==> src/rtl/i2c_cmd_pkg.sv <==
package i2c_cmd_pkg;

    typedef enum logic [2:0] {
        ST_IDLE,
        ST_ADDR,
        ST_ADDR_ACK,
        ST_WR,
        ST_WR_ACK,
        ST_RD,
        ST_RD_ACK,
        ST_HOLD
    } bus_st_e;

    localparam int BYTE_W  = 8;
    localparam int CHAN_W  = 4;
    localparam int PD_W    = 2;
    localparam int STRAP_W = 2;
    localparam int PFX_W   = BYTE_W - 1 - STRAP_W;
    localparam int CNT_W   = $clog2(BYTE_W + 1);

    typedef struct packed {
        logic scl_p;
        logic sda_p;
        logic rise;
        logic fall;
        logic start;
        logic stop;
    } bus_ev_t;

endpackage

==> src/rtl/i2c_cmd_sync.sv <==
module i2c_cmd_sync #(
    parameter int   STAGES  = 2,
    parameter logic RST_VAL = 1'b1
) (
    input  logic clk,
    input  logic rst_n,
    input  logic d_i,
    output logic q_o
);

    logic [STAGES-1:0] chain_d, chain_q;

    generate
        if (STAGES == 1) begin : g_one
            always_comb chain_d = d_i;
        end else begin : g_many
            always_comb chain_d = {chain_q[STAGES-2:0], d_i};
        end
    endgenerate

    always_ff @(posedge clk or negedge rst_n) begin
        if (!rst_n) chain_q <= {STAGES{RST_VAL}};
        else        chain_q <= chain_d;
    end

    assign q_o = chain_q[STAGES-1];

endmodule

==> src/rtl/i2c_cmd_events.sv <==
module i2c_cmd_events
    import i2c_cmd_pkg::*;
(
    input  logic clk,
    input  logic rst_n,
    input  logic scl_s,
    input  logic sda_s,
    output logic ev_rise,
    output logic ev_fall,
    output logic ev_start,
    output logic ev_stop,
    output logic sda_lvl
);

    bus_ev_t ev_d, ev_q;

    always_comb begin
        ev_d       = ev_q;
        ev_d.scl_p = scl_s;
        ev_d.sda_p = sda_s;
        ev_d.rise  = scl_s & ~ev_q.scl_p;
        ev_d.fall  = ~scl_s & ev_q.scl_p;
        ev_d.start = scl_s & ev_q.scl_p & ev_q.sda_p & ~sda_s;
        ev_d.stop  = scl_s & ev_q.scl_p & ~ev_q.sda_p & sda_s;
    end

    always_ff @(posedge clk or negedge rst_n) begin
        if (!rst_n) ev_q <= '{scl_p: 1'b1, sda_p: 1'b1, default: 1'b0};
        else        ev_q <= ev_d;
    end

    assign ev_rise  = ev_q.rise;
    assign ev_fall  = ev_q.fall;
    assign ev_start = ev_q.start;
    assign ev_stop  = ev_q.stop;
    assign sda_lvl  = ev_q.sda_p;

endmodule

==> src/rtl/i2c_cmd_engine.sv <==
module i2c_cmd_engine
    import i2c_cmd_pkg::*;
#(
    parameter int               RES_W       = 12,
    parameter logic [PFX_W-1:0] ADDR_PREFIX = 5'b10010
) (
    input  logic               clk,
    input  logic               rst_n,
    input  logic               ev_rise,
    input  logic               ev_fall,
    input  logic               ev_start,
    input  logic               ev_stop,
    input  logic               sda_lvl,
    input  logic [STRAP_W-1:0] strap_i,
    input  logic [RES_W-1:0]   result_i,
    output logic               sda_oe_o,
    output logic [CHAN_W-1:0]  chan_o,
    output logic [PD_W-1:0]    pd_o,
    output logic               res8_o,
    output logic               acq_start_o,
    output logic               acq_end_o
);

    localparam int          PAD_W     = 2 * BYTE_W - RES_W;
    localparam logic [CNT_W-1:0] CNT_FULL = CNT_W'(BYTE_W);
    localparam logic [CNT_W-1:0] CNT_CHAN = CNT_W'(CHAN_W);
    localparam logic [CNT_W-1:0] CNT_LAST = CNT_W'(BYTE_W - 1);

    typedef struct packed {
        bus_st_e                 state;
        logic [CNT_W-1:0]        bitcnt;
        logic [BYTE_W-1:0]       rx;
        logic [BYTE_W-1:0]       tx;
        logic                    rw;
        logic                    cmd_seen;
        logic                    acked;
        logic                    mack;
        logic                    acq_open;
        logic                    byte_sel;
        logic [RES_W-1:0]        snap;
        logic                    oe;
        logic [CHAN_W-1:0]       chan;
        logic [PD_W-1:0]         pd;
        logic                    res8;
        logic                    acq_start;
        logic                    acq_end;
    } eng_t;

    eng_t r_q, r_d;

    function automatic logic [BYTE_W-1:0] pick_byte(input logic [RES_W-1:0] val,
                                                    input logic sel_lo);
        logic [2*BYTE_W-1:0] wide;
        wide = (2*BYTE_W)'(val) << PAD_W;
        return sel_lo ? wide[BYTE_W-1:0] : wide[2*BYTE_W-1:BYTE_W];
    endfunction

    always_comb begin
        logic [BYTE_W-1:0] nb;
        logic              nsel;
        r_d           = r_q;
        r_d.acq_start = 1'b0;
        r_d.acq_end   = 1'b0;
        nb            = '0;
        nsel          = 1'b0;
        if (ev_start || ev_stop) begin
            if (r_q.acq_open) begin
                r_d.acq_end  = 1'b1;
                r_d.acq_open = 1'b0;
            end
            r_d.oe       = 1'b0;
            r_d.bitcnt   = '0;
            r_d.cmd_seen = 1'b0;
            r_d.state    = ev_start ? ST_ADDR : ST_IDLE;
        end else begin
            case (r_q.state)
                ST_ADDR: begin
                    if (ev_rise && r_q.bitcnt < CNT_FULL) begin
                        r_d.rx     = {r_q.rx[BYTE_W-2:0], sda_lvl};
                        r_d.bitcnt = r_q.bitcnt + 1'b1;
                    end else if (ev_fall && r_q.bitcnt == CNT_FULL) begin
                        if (r_q.rx[BYTE_W-1 -: PFX_W] == ADDR_PREFIX &&
                            r_q.rx[STRAP_W:1] == strap_i) begin
                            r_d.oe    = 1'b1;
                            r_d.rw    = r_q.rx[0];
                            r_d.state = ST_ADDR_ACK;
                        end else begin
                            r_d.state = ST_HOLD;
                        end
                    end
                end
                ST_ADDR_ACK: begin
                    if (ev_fall) begin
                        r_d.bitcnt = '0;
                        if (r_q.rw) begin
                            nb           = pick_byte(result_i, 1'b0);
                            r_d.snap     = result_i;
                            r_d.byte_sel = 1'b0;
                            r_d.tx       = nb;
                            r_d.oe       = ~nb[BYTE_W-1];
                            r_d.state    = ST_RD;
                        end else begin
                            r_d.oe    = 1'b0;
                            r_d.state = ST_WR;
                        end
                    end
                end
                ST_WR: begin
                    if (ev_rise && r_q.bitcnt < CNT_FULL) begin
                        r_d.rx     = {r_q.rx[BYTE_W-2:0], sda_lvl};
                        r_d.bitcnt = r_q.bitcnt + 1'b1;
                    end else if (ev_fall) begin
                        if (r_q.bitcnt == CNT_CHAN && !r_q.cmd_seen) begin
                            r_d.acq_start = 1'b1;
                            r_d.acq_open  = 1'b1;
                            r_d.chan      = r_q.rx[CHAN_W-1:0];
                        end
                        if (r_q.bitcnt == CNT_FULL) begin
                            r_d.acked = ~r_q.cmd_seen;
                            r_d.oe    = ~r_q.cmd_seen;
                            if (!r_q.cmd_seen) begin
                                r_d.cmd_seen = 1'b1;
                                r_d.pd       = r_q.rx[BYTE_W-CHAN_W-1 -: PD_W];
                                r_d.res8     = r_q.rx[1];
                            end
                            r_d.state = ST_WR_ACK;
                        end
                    end
                end
                ST_WR_ACK: begin
                    if (ev_fall) begin
                        r_d.oe     = 1'b0;
                        r_d.bitcnt = '0;
                        r_d.state  = r_q.acked ? ST_WR : ST_HOLD;
                    end
                end
                ST_RD: begin
                    if (ev_fall) begin
                        if (r_q.bitcnt == CNT_LAST) begin
                            r_d.oe     = 1'b0;
                            r_d.bitcnt = '0;
                            r_d.state  = ST_RD_ACK;
                        end else begin
                            r_d.tx     = {r_q.tx[BYTE_W-2:0], 1'b0};
                            r_d.oe     = ~r_q.tx[BYTE_W-2];
                            r_d.bitcnt = r_q.bitcnt + 1'b1;
                        end
                    end
                end
                ST_RD_ACK: begin
                    if (ev_rise) begin
                        r_d.mack = ~sda_lvl;
                    end else if (ev_fall) begin
                        if (r_q.mack) begin
                            nsel         = r_q.res8 ? 1'b0 : ~r_q.byte_sel;
                            nb           = pick_byte(r_q.snap, nsel);
                            r_d.byte_sel = nsel;
                            r_d.tx       = nb;
                            r_d.oe       = ~nb[BYTE_W-1];
                            r_d.bitcnt   = '0;
                            r_d.state    = ST_RD;
                        end else begin
                            r_d.state = ST_HOLD;
                        end
                    end
                end
                default: ;
            endcase
        end
    end

    always_ff @(posedge clk or negedge rst_n) begin
        if (!rst_n) r_q <= '{state: ST_IDLE, default: '0};
        else        r_q <= r_d;
    end

    assign sda_oe_o    = r_q.oe;
    assign chan_o      = r_q.chan;
    assign pd_o        = r_q.pd;
    assign res8_o      = r_q.res8;
    assign acq_start_o = r_q.acq_start;
    assign acq_end_o   = r_q.acq_end;

endmodule

==> src/rtl/i2c_cmd_slave.sv <==
module i2c_cmd_slave
    import i2c_cmd_pkg::*;
#(
    parameter int               SYNC_STAGES = 2,
    parameter int               RES_W       = 12,
    parameter logic [PFX_W-1:0] ADDR_PREFIX = 5'b10010
) (
    input  logic               clk,
    input  logic               rst_n,
    input  logic               scl_i,
    input  logic               sda_i,
    output logic               sda_oe_o,
    input  logic [STRAP_W-1:0] strap_i,
    input  logic [RES_W-1:0]   result_i,
    output logic [CHAN_W-1:0]  chan_o,
    output logic [PD_W-1:0]    pd_o,
    output logic               res8_o,
    output logic               acq_start_o,
    output logic               acq_end_o
);

    logic scl_s, sda_s;
    logic ev_rise, ev_fall, ev_start, ev_stop, sda_lvl;

    i2c_cmd_sync #(.STAGES(SYNC_STAGES), .RST_VAL(1'b1)) u_sync_scl (
        .clk(clk), .rst_n(rst_n), .d_i(scl_i), .q_o(scl_s)
    );

    i2c_cmd_sync #(.STAGES(SYNC_STAGES), .RST_VAL(1'b1)) u_sync_sda (
        .clk(clk), .rst_n(rst_n), .d_i(sda_i), .q_o(sda_s)
    );

    i2c_cmd_events u_events (
        .clk(clk), .rst_n(rst_n), .scl_s(scl_s), .sda_s(sda_s),
        .ev_rise(ev_rise), .ev_fall(ev_fall), .ev_start(ev_start),
        .ev_stop(ev_stop), .sda_lvl(sda_lvl)
    );

    i2c_cmd_engine #(.RES_W(RES_W), .ADDR_PREFIX(ADDR_PREFIX)) u_engine (
        .clk(clk), .rst_n(rst_n),
        .ev_rise(ev_rise), .ev_fall(ev_fall), .ev_start(ev_start),
        .ev_stop(ev_stop), .sda_lvl(sda_lvl),
        .strap_i(strap_i), .result_i(result_i),
        .sda_oe_o(sda_oe_o), .chan_o(chan_o), .pd_o(pd_o), .res8_o(res8_o),
        .acq_start_o(acq_start_o), .acq_end_o(acq_end_o)
    );

endmodule

==> config.mk <==
export PLATFORM = sky130hd
export DESIGN_NAME = i2c_cmd_slave
export DESIGN_NICKNAME = d
export VERILOG_FILES = /design/src/rtl/i2c_cmd_pkg.sv /design/src/rtl/i2c_cmd_sync.sv /design/src/rtl/i2c_cmd_events.sv /design/src/rtl/i2c_cmd_engine.sv /design/src/rtl/i2c_cmd_slave.sv
export SDC_FILE = /design/constraint.sdc
export NUM_CORES = 1
export LEC_CHECK = 0
export CAP_MARGIN = 20
export CORE_MARGIN = 2
export CORE_UTILIZATION = 55
export CTS_CLUSTER_DIAMETER = 150
export DETAILED_ROUTE_END_ITERATION = 16
export HOLD_SLACK_MARGIN = 0.08
export PLACE_DENSITY = 0.77
export RECOVER_POWER = 25
export SETUP_SLACK_MARGIN = 0.3
export SLEW_MARGIN = 0
export SYNTH_ARGS = -nofsm -noshare
export SYNTH_HDL_FRONTEND = slang
export SYNTH_SLANG_ARGS = --single-unit
==> constraint.sdc <==
create_clock -name clk -period 2.25 [get_ports clk]
set_input_delay 0.675 -clock clk [delete_from_list [all_inputs] [get_ports clk]]
set_output_delay 0.675 -clock clk [all_outputs]
set_load 0.03 [all_outputs]
### Yosys cells after proc, flatten, opt, wreduce, memory -nomap -nowiden

Cells that the tools add are included.

| storage, ports and cells | value |
|---|---|
| output and inout bits | 10 |
| input port bits | 18 |
| flip-flop bits (word level) | 60 |
| word-level logic and storage cells | 175 |

| cells by class | value |
|---|---|
| order comparisons | 1 |
| $add $sub $neg | 1 |
| mux-type cells | 70 |
| equal/unequal tests | 32 |
| bitwise gates (word level) | 18 |
| reductions and logical operators | 28 |

Operators by type and width:

| kind | number |
|---|---|
| $mux 7 | 13 |
| $pmux 7 s6 | 1 |
| $mux 3 | 11 |
| $mux 1 | 28 |
| $ne 3x2->1 const B | 8 |
| $pmux 7 s3 | 1 |
| $mux 9 | 2 |
| $ne 3x1->1 const B | 5 |
| $reduce_and 5->1 | 3 |
| $mux 14 | 1 |
| $reduce_and 7->1 | 2 |
| $mux 13 | 1 |
| $reduce_and 13->1 | 1 |
| $mux 12 | 1 |
| $mux 4 | 3 |
| $reduce_and 12->1 | 1 |
| $reduce_and 4->1 | 3 |
| $not 1->1 | 11 |
| $mux 2 | 5 |
| $ne 2x2->1 const B | 5 |
| $reduce_bool 2->1 | 5 |
| $eq 3x3->1 const B | 3 |
| $reduce_and 9->1 | 1 |
| $eq 4x3->1 const B | 2 |
| 20 further kinds | 33 |

### Logic depth before layout (Yosys ltp)

| depth | value |
|---|---|
| word-level depth | 9 |
| gate-level depth with buffers | 7 |
| gate-level depth less buffers | 7 |

### Modules after synthesis

Synthesis repeated with hierarchy kept, for this count alone.

| unflattened totals | value |
|---|---|
| cell total of the unflattened synthesis | 256 |
| area total of the unflattened synthesis | 2,949.1 µm² |

Modules (own cells, without submodules):

| module | sequential area each (µm²) | cells each | area each (µm²) | instances |
|---|---|---|---|---|
| i2c_cmd_engine | 1,251.2 | 242 | 2,656.3 | 1 |
| i2c_cmd_events | 152.6 | 10 | 187.7 | 1 |
| i2c_cmd_sync | 52.6 | 2 | 52.6 | 2 |

### Least setup slack after synthesis

No wires, ideal clock.

| timing path | value |
|---|---|
| path kind | register to register |
| from | reg u_engine.r_q (netlist bit u_engine.res8_o) |
| to | reg u_engine.r_q (netlist bit u_engine.sda_oe_o) |
| required time | 2.184 ns |
| period minus slack after synthesis | 1.734 ns |
| stages on the path, launching flop included | 6 |
| arrival time | 1.668 ns |
| path slack | 0.516 ns |
| library setup time | 0.066 ns |
| path buffers | 0 |
| cells stage by stage | dfrtp_1 > nor2_2 > mux2_2 > o32a_1 > o221ai_1 > mux2_1 |

| between the ends | value |
|---|---|
| word-level cells in the longest chain between the ends | 8 |

RTL lines:

| item | RTL line | text |
|---|---|---|
| from (decl) | i2c_cmd_engine.sv:49 | `eng_t r_q, r_d;` |
| from (signal assigned) | i2c_cmd_engine.sv:174 | `else r_q <= r_d;` |
| $mux 1 | i2c_cmd_engine.sv:155 | `nsel = r_q.res8 ? 1'b0 : ~r_q.byte_sel;` |
| $mux 8 | i2c_cmd_engine.sv:55 | `return sel_lo ? wide[BYTE_W-1:0] : wide[2*BYTE_W-1:BYTE_W];` |
| $not 1->1 | i2c_cmd_engine.sv:159 | `r_d.oe = ~nb[BYTE_W-1];` |
| $mux 1 | i2c_cmd_engine.sv:154 | `if (r_q.mack) begin` |
| $mux 1 | i2c_cmd_engine.sv:153 | `end else if (ev_fall) begin` |
| $mux 1 | i2c_cmd_engine.sv:151 | `if (ev_rise) begin` |
| $pmux 1 s6 | i2c_cmd_engine.sv:76 | `case (r_q.state)` |
| $mux 1 | i2c_cmd_engine.sv:66 | `if (ev_start \|\| ev_stop) begin` |

Every way passes these cells. The select of a mux whose other input is x is not followed.
A chain may end at the register's enable or synchronous reset.

### Worst setup path in the final report

Same ends and word-level chain as after synthesis.

==> reports/results.tsv <==
stage	metric	value	unit
power_and_ir_drop	powerDensity	1060	nW/um^2
route	drtIter0Drc	265	
global_routing	track_usage	23.8	%
floorplanning	die_w	79.0	microns
route	via_count	2337	
outcome	outcome	finished, final reports clean	
global_routing	antenna_found_initial	0	
global_routing	grt_use_met2	37.0	%
synth	synth_top_area_cell	dfrtp_1	
sta	final_max_slew_viol_count	0	
critical_path	worstSetupPathType	reg -> reg	
clock_tree	cts_tree	built	
route	finalWirelength	6650	microns
critical_path	path_max_fanout	7	
power_and_ir_drop	ir_drop	712	uV
synth	synthCells	279	
synth	synth-main-ff-cell	dfrtp_1	
synth	syn_avg_cell_area	11.1	sq um
global_routing	grt_pass1_vias	2370	
floorplanning	die_h	79.0	microns
synth	synth_common_cells	54 x dfrtp_1, 33 x mux2_2, 18 x a21oi_1, 16 x nand2_1	
global_routing	grt_max_degree	42	
placed_design	io_buffers	27	
route	routed_via_density	6.01	
power_and_ir_drop	p_leak	1.66	nW
sta	final-hold-violation-count	0	
power_and_ir_drop	fin_total_pwr	0.00386	W
run	cap_violations	0	
sta	period_needed	1880	ps
floorplanning	start_util	56.5	%
clock_tree	cts_buffers	9	
floorplanning	io_pins	28	
synth	yosys_warnings	0	
route	first_pass_iters	4	
synth	synth_top_cell_area_share	43.7	%
clock_tree	clkSlewWorstSetupHoldPaths	70	ps
global_routing	grt-busiest-layer	met2	
floorplanning	die_area	6240	sq um
synth	synth_edf_count	0	
synth	ys_seq_area_share	48.8	%
synth	synthTopCellsByArea	dfrtp_1 44%, mux2_2 12%, dfstp_2 5.1%, a21oi_1 2.9%, buf_4 2.7%	
clock_tree	ctsRootBufferMaster	clkbuf_8	
route	drc	0	
route	ant_nets	0	
clock_tree	clk_latency	340	ps
sta	tightestPinTransition	1110	ps
critical_path	crit_required	2530	ps
sta	fin_hold_ws	364	ps
floorplanning	rows	27	
finish	utilization	66.5	%
clock_tree	clock_path_buffers	2	
global_routing	overflow	0	
min_path	hold_path.class	reg -> reg	
synth	async_flop_share	100	%
finish	layout.nets	332	
synth	synth_nets	299	
clock_tree	clock_sinks	60	
finish	insertedDiodeCount	0	
sta	period_share	83.5	%
critical_path	worstSetupEndpointType	register	
sta	setup_viol	0	
placed_design	hpwl	4680	microns
synth	synth.most_common_cell	dfrtp_1	
route	wl_per_cell	17.1	microns
synth	netlist_area	3090	sq um
sta	worst_clock_skew	7.59	ps
global_routing	grt_use_met1	31.4	%
global_routing	use_met3	6.36	%
finish	drive_gt1_share	28.1	%
floorplanning	core_area	5470	sq um
clock_tree	hold_buffers	0	
synth	synth_cell_type_count	57	
placed_design	place.gp.congestion	0.890	
global_routing	grt_pass1_wl	11500	microns
synth	ys_ff_latch	60	
sta	rsz0062_at_grt	yes	
critical_path	cp_data_arrival_time	2160	ps
sta	slew_headroom	26.3	%
finish	area_growth	17.8	%
sta	clock.fmax	532	MHz
clock_tree	htree_levels	3	
critical_path	start_kind	register	
-- flip-flops by register name, summed over array words and instances (netlist names) --
register and count:
u_engine.sda_oe_o 1, u_engine.acq_start_o 1, u_sync_scl.chain_q 2, u_events.ev_stop 1, u_events.ev_q 1, u_events.ev_rise 1, u_engine.acq_end_o 1, u_engine.chan_o 4
u_events.sda_lvl 1, u_engine.pd_o 2, u_engine.r_q 40, u_sync_sda.chain_q 2, u_events.ev_fall 1, u_events.ev_start 1, u_engine.res8_o 1
-- path summary, 6_finish.rpt --
path / from / to / slack (ps) / cells past startpoint
worst max-delay path: u_engine.res8_o / u_engine.sda_oe_o / 370 / 5
max in group asynchronous: rst_n / u_engine.r_q[50] / 490 / 2
worst min-delay path: u_sync_sda.chain_q[0] / u_sync_sda.chain_q[1] / 360 / 0
worst max register to register: u_engine.res8_o / u_engine.sda_oe_o / 370 / 5
worst min register to register: u_sync_sda.chain_q[0] / u_sync_sda.chain_q[1] / 360 / 0
min in group asynchronous: rst_n / u_engine.r_q[15] / 520 / 1
-- worst max-delay path, stage by stage (launching register included) --
cell      delay (ps)
dfrtp_1          410
nor2_2           350
mux2_2           380
o32a_1           300
o221ai_1         190
mux2_4           190
-- final cells by class --
class	count	area, sq um
fillers	427	1830
flip-flops and latches	60	1510
multi-input cells	189	1420
repair buffers	43	369
clock buffers	12	145
well taps	72	90.1
clock inverters	4	72.6
inverters	9	33.8
-- cells by family after synthesis --
group / synth area share (%)
xor+xnor: 0.567
flops: 48.8
compound gates: 14.6
buf+inv: 5.71
mux: 14.9
fa+ha+maj: 0.809
simple gates: 14.6
-- through the flow --
stage	area [sq um]	TNS (ps)	cells	setup slack [ps]
3_3_place_gp	3420	0	371	53.9
3_5_place_dp	3420	-102	371	-102
2_1_floorplan	3090	0	279	516
6_report	3640	0	389	371
5_1_grt	3640	0	389	152
4_1_cts	3630	0	387	329
-- layout by cell type, fill, tap and decap left out, types with 3 or more instances in the layout --
| cell type | netlist | routed |
|---|---|---|
| clkbuf_1 | 2 | 3 |
| clkdlybuf4s50_1 | 0 | 12 |
| nand4_1 | 3 | 3 |
| nand3_1 | 7 | 7 |
| o22ai_1 | 4 | 4 |
| inv_1 | 9 | 9 |
| a31oi_1 | 5 | 5 |
| dlygate4sd2_1 | 0 | 12 |
| nand2_1 | 16 | 16 |
| nand2b_1 | 4 | 4 |
| mux2_2 | 33 | 33 |
| a21oi_1 | 18 | 18 |
| dfrtp_1 | 54 | 51 |
| buf_4 | 11 | 15 |
| nor2_1 | 11 | 11 |
| nor2b_1 | 10 | 10 |
| dfstp_2 | 6 | 4 |
| o21ai_0 | 11 | 11 |
| dfrtp_2 | 0 | 3 |
| nor3_1 | 9 | 9 |
| a22o_1 | 3 | 3 |
| mux2_4 | 3 | 4 |
| o211ai_1 | 3 | 3 |
| clkbuf_8 | 0 | 10 |
| a22oi_1 | 3 | 3 |
| nor3b_1 | 3 | 3 |
-- metal layers --
metal / part of all wire [%] / wire (microns) / vias to the layer above
li1: - / - / 1087
met3: 6.5 / 429 / 17
met4: 1.9 / 128 / 0
met2: 49 / 3260 / 74
met1: 43 / 2830 / 1159
met5: 0 / 0 / -
-- power breakdown --
| part | switching [W] | internal [W] | total (W) |
|---|---|---|---|
| sequential | 0.000225 | 0.00125 | 0.00147 |
| combinational | 0.000682 | 0.000635 | 0.00132 |
| clock | 0.000413 | 0.000653 | 0.00107 |
-- what timing repair did --
item                                    in CTS  in global routing
buffers inserted                             0                  2
gates resized for setup                     13                  5
endpoints found under the setup margin      11                 16
gates cloned                                 0                  0
pin swaps                                    5                  2
(Power assumes the default switching activity.)
